### src/rtl/aclk_pkg.sv
`timescale 1ns/1ps
package aclk_pkg;

    localparam int MOD_W     = 8;
    localparam int FINE_W    = 4;
    localparam int PRE_RATIO = 8;
    localparam int PRE_W     = $clog2(PRE_RATIO);
    localparam int CFG_W     = MOD_W + FINE_W + 1;

    typedef enum logic {
        REG_DIV = 1'b0,
        REG_CTL = 1'b1
    } reg_sel_e;

    typedef struct packed {
        logic              pre_div8;
        logic [FINE_W-1:0] fine_m1;
        logic [MOD_W-1:0]  mod_m1;
    } div_cfg_t;

    typedef struct packed {
        logic hck_inv_only;
        logic bclk_inv;
        logic hck_drive;
        logic fine_only;
        logic hck_bypass;
    } ctl_cfg_t;

    localparam int CTL_W = $bits(ctl_cfg_t);

    function automatic div_cfg_t decode_div(input logic [CFG_W-1:0] w);
        div_cfg_t d;
        d.mod_m1   = w[MOD_W-1:0];
        d.fine_m1  = w[MOD_W+FINE_W-1:MOD_W];
        d.pre_div8 = w[MOD_W+FINE_W];
        return d;
    endfunction

    function automatic ctl_cfg_t decode_ctl(input logic [CFG_W-1:0] w);
        return ctl_cfg_t'(w[CTL_W-1:0]);
    endfunction

endpackage

### src/rtl/aclk_cfg_regs.sv
`timescale 1ns/1ps
module aclk_cfg_regs
    import aclk_pkg::*;
(
    input  logic             clk,
    input  logic             rst,
    input  logic             we,
    input  logic             addr,
    input  logic [CFG_W-1:0] wdata,
    output div_cfg_t         div_q,
    output ctl_cfg_t         ctl_q
);

    always_ff @(posedge clk) begin
        if (rst) begin
            div_q <= '0;
            ctl_q <= '0;
        end else if (we) begin
            case (reg_sel_e'(addr))
                REG_DIV: div_q <= decode_div(wdata);
                REG_CTL: ctl_q <= decode_ctl(wdata);
                default: ;
            endcase
        end
    end


    ctl_hold_chk: assert property (@(posedge clk) disable iff (rst)
        (we && addr == REG_DIV) |=> $stable(ctl_q));

endmodule

### src/rtl/aclk_count_stage.sv
`timescale 1ns/1ps
module aclk_count_stage #(
    parameter int W = 8
) (
    input  logic         clk,
    input  logic         rst,
    input  logic         adv,
    input  logic [W-1:0] lim_next,
    output logic         tick
);

    logic [W-1:0] cnt;
    logic [W-1:0] lim;

    assign tick = adv && !rst && (cnt == lim);

    always_ff @(posedge clk) begin
        if (rst) begin
            cnt <= '0;
            lim <= '0;
        end else if (adv) begin
            if (cnt == lim) begin
                cnt <= '0;
                lim <= lim_next;
            end else begin
                cnt <= cnt + W'(1);
            end
        end
    end


    cnt_in_range_chk: assert property (@(posedge clk) disable iff (rst)
        cnt <= lim);


    lim_at_wrap_chk: assert property (@(posedge clk) disable iff (rst)
        (lim != $past(lim)) |-> $past(tick));

endmodule

### src/rtl/aclk_level_gen.sv
`timescale 1ns/1ps
module aclk_level_gen (
    input  logic clk,
    input  logic rst,
    input  logic tick,
    input  logic inv,
    output logic lvl
);

    logic q;

    always_ff @(posedge clk) begin
        if (rst)       q <= 1'b0;
        else if (tick) q <= ~q;
    end

    assign lvl = q ^ inv;


    reset_low_chk: assert property (@(posedge clk)
        rst |=> !q);


    toggle_chk: assert property (@(posedge clk) disable iff (rst)
        tick |=> (q != $past(q)));

endmodule

### src/rtl/aclk_div_chain.sv
`timescale 1ns/1ps
module aclk_div_chain
    import aclk_pkg::*;
(
    input  logic             clk,
    input  logic             rst,
    input  logic             cfg_we,
    input  logic             cfg_addr,
    input  logic [CFG_W-1:0] cfg_wdata,
    output logic             hck_en,
    output logic             hck_out,
    output logic             hck_oe,
    output logic             sck_en,
    output logic             sck_out
);

    div_cfg_t          div_c;
    ctl_cfg_t          ctl_c;
    logic [PRE_W-1:0]  pre_lim_next;
    logic              pre_tick;
    logic              mod_tick;
    logic              fine_adv;
    logic              fine_tick;
    logic              hck_inv;
    logic              hck_lvl;

    aclk_cfg_regs u_cfg (
        .clk   (clk),
        .rst   (rst),
        .we    (cfg_we),
        .addr  (cfg_addr),
        .wdata (cfg_wdata),
        .div_q (div_c),
        .ctl_q (ctl_c)
    );

    assign pre_lim_next = div_c.pre_div8 ? PRE_W'(PRE_RATIO - 1) : '0;

    aclk_count_stage #(.W(PRE_W)) u_pre (
        .clk      (clk),
        .rst      (rst),
        .adv      (1'b1),
        .lim_next (pre_lim_next),
        .tick     (pre_tick)
    );

    aclk_count_stage #(.W(MOD_W)) u_mod (
        .clk      (clk),
        .rst      (rst),
        .adv      (pre_tick),
        .lim_next (div_c.mod_m1),
        .tick     (mod_tick)
    );

    assign fine_adv = ctl_c.fine_only ? 1'b1 : mod_tick;

    aclk_count_stage #(.W(FINE_W)) u_fine (
        .clk      (clk),
        .rst      (rst),
        .adv      (fine_adv),
        .lim_next (div_c.fine_m1),
        .tick     (fine_tick)
    );

    assign hck_inv = ctl_c.bclk_inv ^ ctl_c.hck_inv_only;

    aclk_level_gen u_hck_lvl (
        .clk  (clk),
        .rst  (rst),
        .tick (mod_tick),
        .inv  (hck_inv),
        .lvl  (hck_lvl)
    );

    aclk_level_gen u_sck_lvl (
        .clk  (clk),
        .rst  (rst),
        .tick (fine_tick),
        .inv  (ctl_c.bclk_inv),
        .lvl  (sck_out)
    );

    assign hck_en  = ctl_c.hck_bypass | mod_tick;
    assign hck_out = ctl_c.hck_bypass ? (clk ^ hck_inv) : hck_lvl;
    assign hck_oe  = ctl_c.hck_drive;
    assign sck_en  = fine_tick;


    sck_on_hck_chk: assert property (@(posedge clk) disable iff (rst)
        (sck_en && !ctl_c.fine_only) |-> mod_tick);


    pre_spacing_chk: assert property (@(posedge clk) disable iff (rst)
        (pre_tick && div_c.pre_div8 && $past(div_c.pre_div8) && !$past(pre_tick))
            |=> !pre_tick);

endmodule

### config.mk
export PLATFORM = sky130hd
export DESIGN_NAME = aclk_div_chain
export DESIGN_NICKNAME = d
export VERILOG_FILES = /design/src/rtl/aclk_pkg.sv /design/src/rtl/aclk_cfg_regs.sv /design/src/rtl/aclk_count_stage.sv /design/src/rtl/aclk_level_gen.sv /design/src/rtl/aclk_div_chain.sv
export SDC_FILE = /design/constraint.sdc
export NUM_CORES = 1
export LEC_CHECK = 0
export ABC_AREA = 1
export BUFFER_PORTS_ARGS = -buffer_cell sky130_fd_sc_hd__clkbuf_2
export CAP_MARGIN = 20
export CORE_MARGIN = 5
export CORE_UTILIZATION = 40
export DETAILED_ROUTE_END_ITERATION = 8
export PLACE_DENSITY = 0.59
export SLEW_MARGIN = 20
export SYNTH_ARGS = -nofsm -noshare
export SYNTH_HDL_FRONTEND = slang
export SYNTH_HIERARCHICAL = 1
export SYNTH_SLANG_ARGS = --single-unit
export TNS_END_PERCENT = 5
### constraint.sdc
create_clock -name clk -period 6.37 [get_ports clk]
set_clock_uncertainty 0.15 [all_clocks]
set_input_delay 0.637 -clock clk [delete_from_list [all_inputs] [get_ports clk]]
set_output_delay 0.637 -clock clk [all_outputs]
set_load 0.1 [all_outputs]
# Word-level counts from Yosys, hierarchy flattened
# Index checks and enable logic that the tools add are counted.
dict set report classes {
  reduce_logical 11
  bitwise 8
  addsub 3
  mux 5
  n_eq_ne 3
}
# op n
set op_table {}
lappend op_table {{adder 8 x 1 -> 8 bit (second input constant)} 1}
lappend op_table {{equality test 8 bit} 1}
lappend op_table {{2-to-1 mux 8 bit} 1}
lappend op_table {{AND reduction 2 bit} 4}
lappend op_table {{logical AND 1 bit} 5}
lappend op_table {{adder 4 x 1 -> 4 bit (second input constant)} 1}
lappend op_table {{equality test 4 bit} 1}
lappend op_table {{2-to-1 mux 4 bit} 1}
lappend op_table {{bitwise XOR 1 bit} 4}
lappend op_table {{adder 3 x 1 -> 3 bit (second input constant)} 1}
lappend op_table {{equality test 3 bit} 1}
lappend op_table {{2-to-1 mux 3 bit} 1}
lappend op_table {{NOT 1 bit} 3}
lappend op_table {{2-to-1 mux 1 bit} 2}
lappend op_table {{OR reduction 2 bit} 1}
lappend op_table {{logical NOT 1 bit} 1}
lappend op_table {{bitwise OR 1 bit} 1}
dict set report word_totals {
  inputBits 17
  output_inout_bits 5
  ff_bits 50
  word_cells 46
}

# Longest topological paths before layout
dict set report logic_depth {
  depth_word 7
  mapped_depth 20
  mapped_depth_nobuf 20
}

# By module
# The synthesis kept the hierarchy.
# mod n_inst seq_area_each_um2 area_each_um2 cells_each
set by_module_without_submodules {}
lappend by_module_without_submodules {{aclk_count_stage (u_mod)} 1 320.3 945.9 145}
lappend by_module_without_submodules {aclk_cfg_regs 1 360.3 862.1 109}
lappend by_module_without_submodules {{aclk_count_stage (u_fine)} 1 160.2 483.0 66}
lappend by_module_without_submodules {{aclk_count_stage (u_pre)} 1 120.1 337.8 53}
lappend by_module_without_submodules {aclk_level_gen 2 20.0 53.8 10}
lappend by_module_without_submodules {aclk_div_chain 1 0.0 71.3 16}

==> impl_metrics.yaml <==
synth:
  synth_edf_count: 0
  ys_types: 31
  synth_area_um2: 2810
  yosys_warnings: 6
  synth-main-ff-cell: "dfxtp_1"
  yosysSeqAreaShare_pct: 35.7
  ys_async_sr_fraction_pct: 0
  ys_ff_latch: 50
  synthCells: 409
  syn_area_per_cell_um2: 6.86
setup_path:
  crit_start: "clk"
  setup.worst_path.end_class: "primary output"
  crit_buf_inv: 3
  r2r_slack_ns: 3.28
  path_cells: "clkbuf_8, clkbuf_8, nand3_1, nand3_1, nand2_1, clkbuf_2"
  cp.required_ns: 5.58
  cp-start-kind: "clock port"
  max_stage_delay_ns: 0.44
  crit_family: "buffers and inverters"
  cp.arrival_ns: 4.06
  crit_fanout: 2
  slowest_stage: "clkbuf_2"
  path_class: "clock port to primary output"
  reg2reg_from: "u_pre/cnt[0]$_SDFFE_PP0P_"
clock_network:
  cts_tree: "done"
  insertion_delay_ns: 0.41
  ctsHoldBuffers: 0
  cts_setup_buffers: 0
  ctsResizeCount: 0
  cts.clk_slew.worst_paths_ns: 0.09
global_routing:
  grt_usage_pct: 13.5
  grt_remaining_overflow: 0
  grt_first_pass_wirelength_um: 9360
  grt_max_degree: 21
  grt_antenna_before_repair: 0
  grt_pass1_vias: 2236
floorplan:
  die_y_um: 93.8
  core_um2: 6830
  die_area_um2: 8790
  die_x_um: 93.8
  start_util_pct: 41.1
  fp-row-count: 30
  boundaryPins: 22
detailed_routing:
  dr.pass1.iters: 4
  avgRoutedWirePerCell_um: 9.98
  drt-met1-wl_um: 2630
  viasPerCell: 4.44
  drtAntennaViolNets: 0
  drt_iter0_markers: 83
  met2_length_um: 2390
  vias: 2373
  dr_wl_met3_um: 162
  top_layer_used: "met4"
  drt-total-wl_um: 5330
  drc: 0
placed_design:
  place_ws_ns: 1.78
  io_buffers: 21
  placedCellCount: 521
  globalplace.congestion: 0.816
  post-dp-hpwl_um: 3990
final_layout:
  fillers: 738
  drive_gt1_share_pct: 17.6
  layout_common_cells: "nand2_1 (114), nor2_1 (58), inv_1 (57), dfxtp_1 (50), nand3_1 (29)"
  area_growth_pct: 10.2
  multi_input_area_um2: 1470
  layout_commonest_cell: "nand2_1"
  layout.area.seq_um2: 1000
  fin_nets: 456
  diodes: 0
  final_cells: 534
timing:
  max_slew_margin_pct: 64.0
  whs_ns: 0.319
  timing.setup.tns_ns: 0
  hold_viol: 0
  slew_violations: 0
  setup_viol: 0
  rsz0062_at_grt: "false"
  worst_slack_ns: 1.52
  max_slew.worst_pin.slew_ns: 0.542
min_path:
  hold_start: "cfg_wdata[2]"
  hp-class: "input port to register"
power_and_ir_drop:
  ir_drop_mv: 0.146
  p_total_mw: 0.741
  p_per_area_nw_per_um2: 240
  p_leak_nw: 1.54
run_status:
  run_status: "completed"
flow_run:
  drv_cap: 0
-- registers in the layout (all words and copies together), names as in the netlist --
name	count
u_cfg/div_q	13
u_mod/cnt	8
u_mod/lim	8
u_cfg/ctl_q	5
u_fine/cnt	4
u_fine/lim	4
u_pre/cnt	3
u_pre/lim	3
u_hck_lvl/q	1
u_sck_lvl/q	1
-- Yosys cell counts, types with 2 or more instances --
| cell | instances | area share, % |
|---|---|---|
| nor3_1 | 2 | 0.36 |
| nand2_2 | 5 | 1.1 |
| nand2_1 | 114 | 15 |
| dfxtp_1 | 50 | 36 |
| nand3_2 | 11 | 3.9 |
| buf_6 | 5 | 2.0 |
| or2_2 | 4 | 0.89 |
| nor2_2 | 12 | 2.7 |
| xnor2_1 | 6 | 1.9 |
| inv_1 | 57 | 7.6 |
| nor2_4 | 3 | 1.2 |
| nand3_1 | 29 | 5.2 |
| nand4_1 | 16 | 3.6 |
| xor2_1 | 7 | 2.2 |
| buf_12 | 2 | 1.4 |
| ha_1 | 3 | 1.3 |
| nor2_1 | 58 | 7.8 |
| o21ai_0 | 3 | 0.53 |
| a21oi_1 | 6 | 1.1 |
| inv_2 | 5 | 0.67 |
-- logic make-up after synthesis --
logic type | count (synthesis) | synth area share, %
other | 1 | 0.134
xor gates and xnor gates | 13 | 4.06
DFF | 50 | 35.7
buffers and inverters | 72 | 12.3
adders and majority gates | 3 | 1.34
and+or+nand+nor | 260 | 44.7
AOI/OAI and AO/OA | 10 | 1.78
-- power breakdown --
| part | leakage [nW] | internal (mW) | switching [mW] |
|---|---|---|---|
| clock | 0.0931 | 0.149 | 0.130 |
| sequential | 0.407 | 0.327 | 0.0138 |
| combinational | 1.04 | 0.0383 | 0.0831 |
| total | 1.54 | 0.515 | 0.226 |
-- per-layer routing --
layer | GRT usage, % | up-vias
met4 | 8.90 | 0
met5 | 0 | -
li1 | - | 1308
met1 | 16.6 | 1022
met3 | 3.61 | 11
met2 | 20.7 | 32
-- final timing paths --
kind | to | depth (start not counted)
worst min register to register | u_cfg/ctl_q[2]$_SDFFE_PP0P_ | 2
worst max-delay path | hck_out | 6
worst min-delay path | u_cfg/ctl_q[2]$_SDFFE_PP0P_ | 3
worst max register to register | u_sck_lvl/q$_SDFFE_PP0P_ | 18
-- per-stage QoR --
| stage | cell area [um2] | util [%] |
|---|---|---|
| floorplan | 2820 | - |
| global placement | 2940 | 43.1 |
| detailed placement | 2940 | 43.1 |
| CTS | 3090 | 45.3 |
| global route | 3090 | 45.3 |
| finish | 3090 | 45.3 |
-- worst register-to-register path: stages (launching register included) --
cell,delay [ns]
dfxtp_1,0.44
nor2_1,0.08
nor2_1,0.13
nand2_2,0.10
nor2_1,0.34
inv_2,0.12
nor2_1,0.11
nand2_1,0.06
nor2_2,0.27
nand2_1,0.09
nor2_1,0.22
or2_2,0.21
nand2_2,0.08
nor2_4,0.12
nand3_4,0.11
nor2_1,0.19
nand2_1,0.08
nand2_1,0.06
nor2_1,0.04
-- cell type report --
cell class | count | area share (%)
Clock buffer | 13 | 4.85
Multi-Input combinational cell | 290 | 47.6
Sequential cell | 50 | 32.4
Clock inverter | 1 | 0.162
Tap cell | 96 | 3.88
Inverter | 64 | 7.93
Timing Repair Buffer | 20 | 3.24
Power figures use the tool's default switching activity.
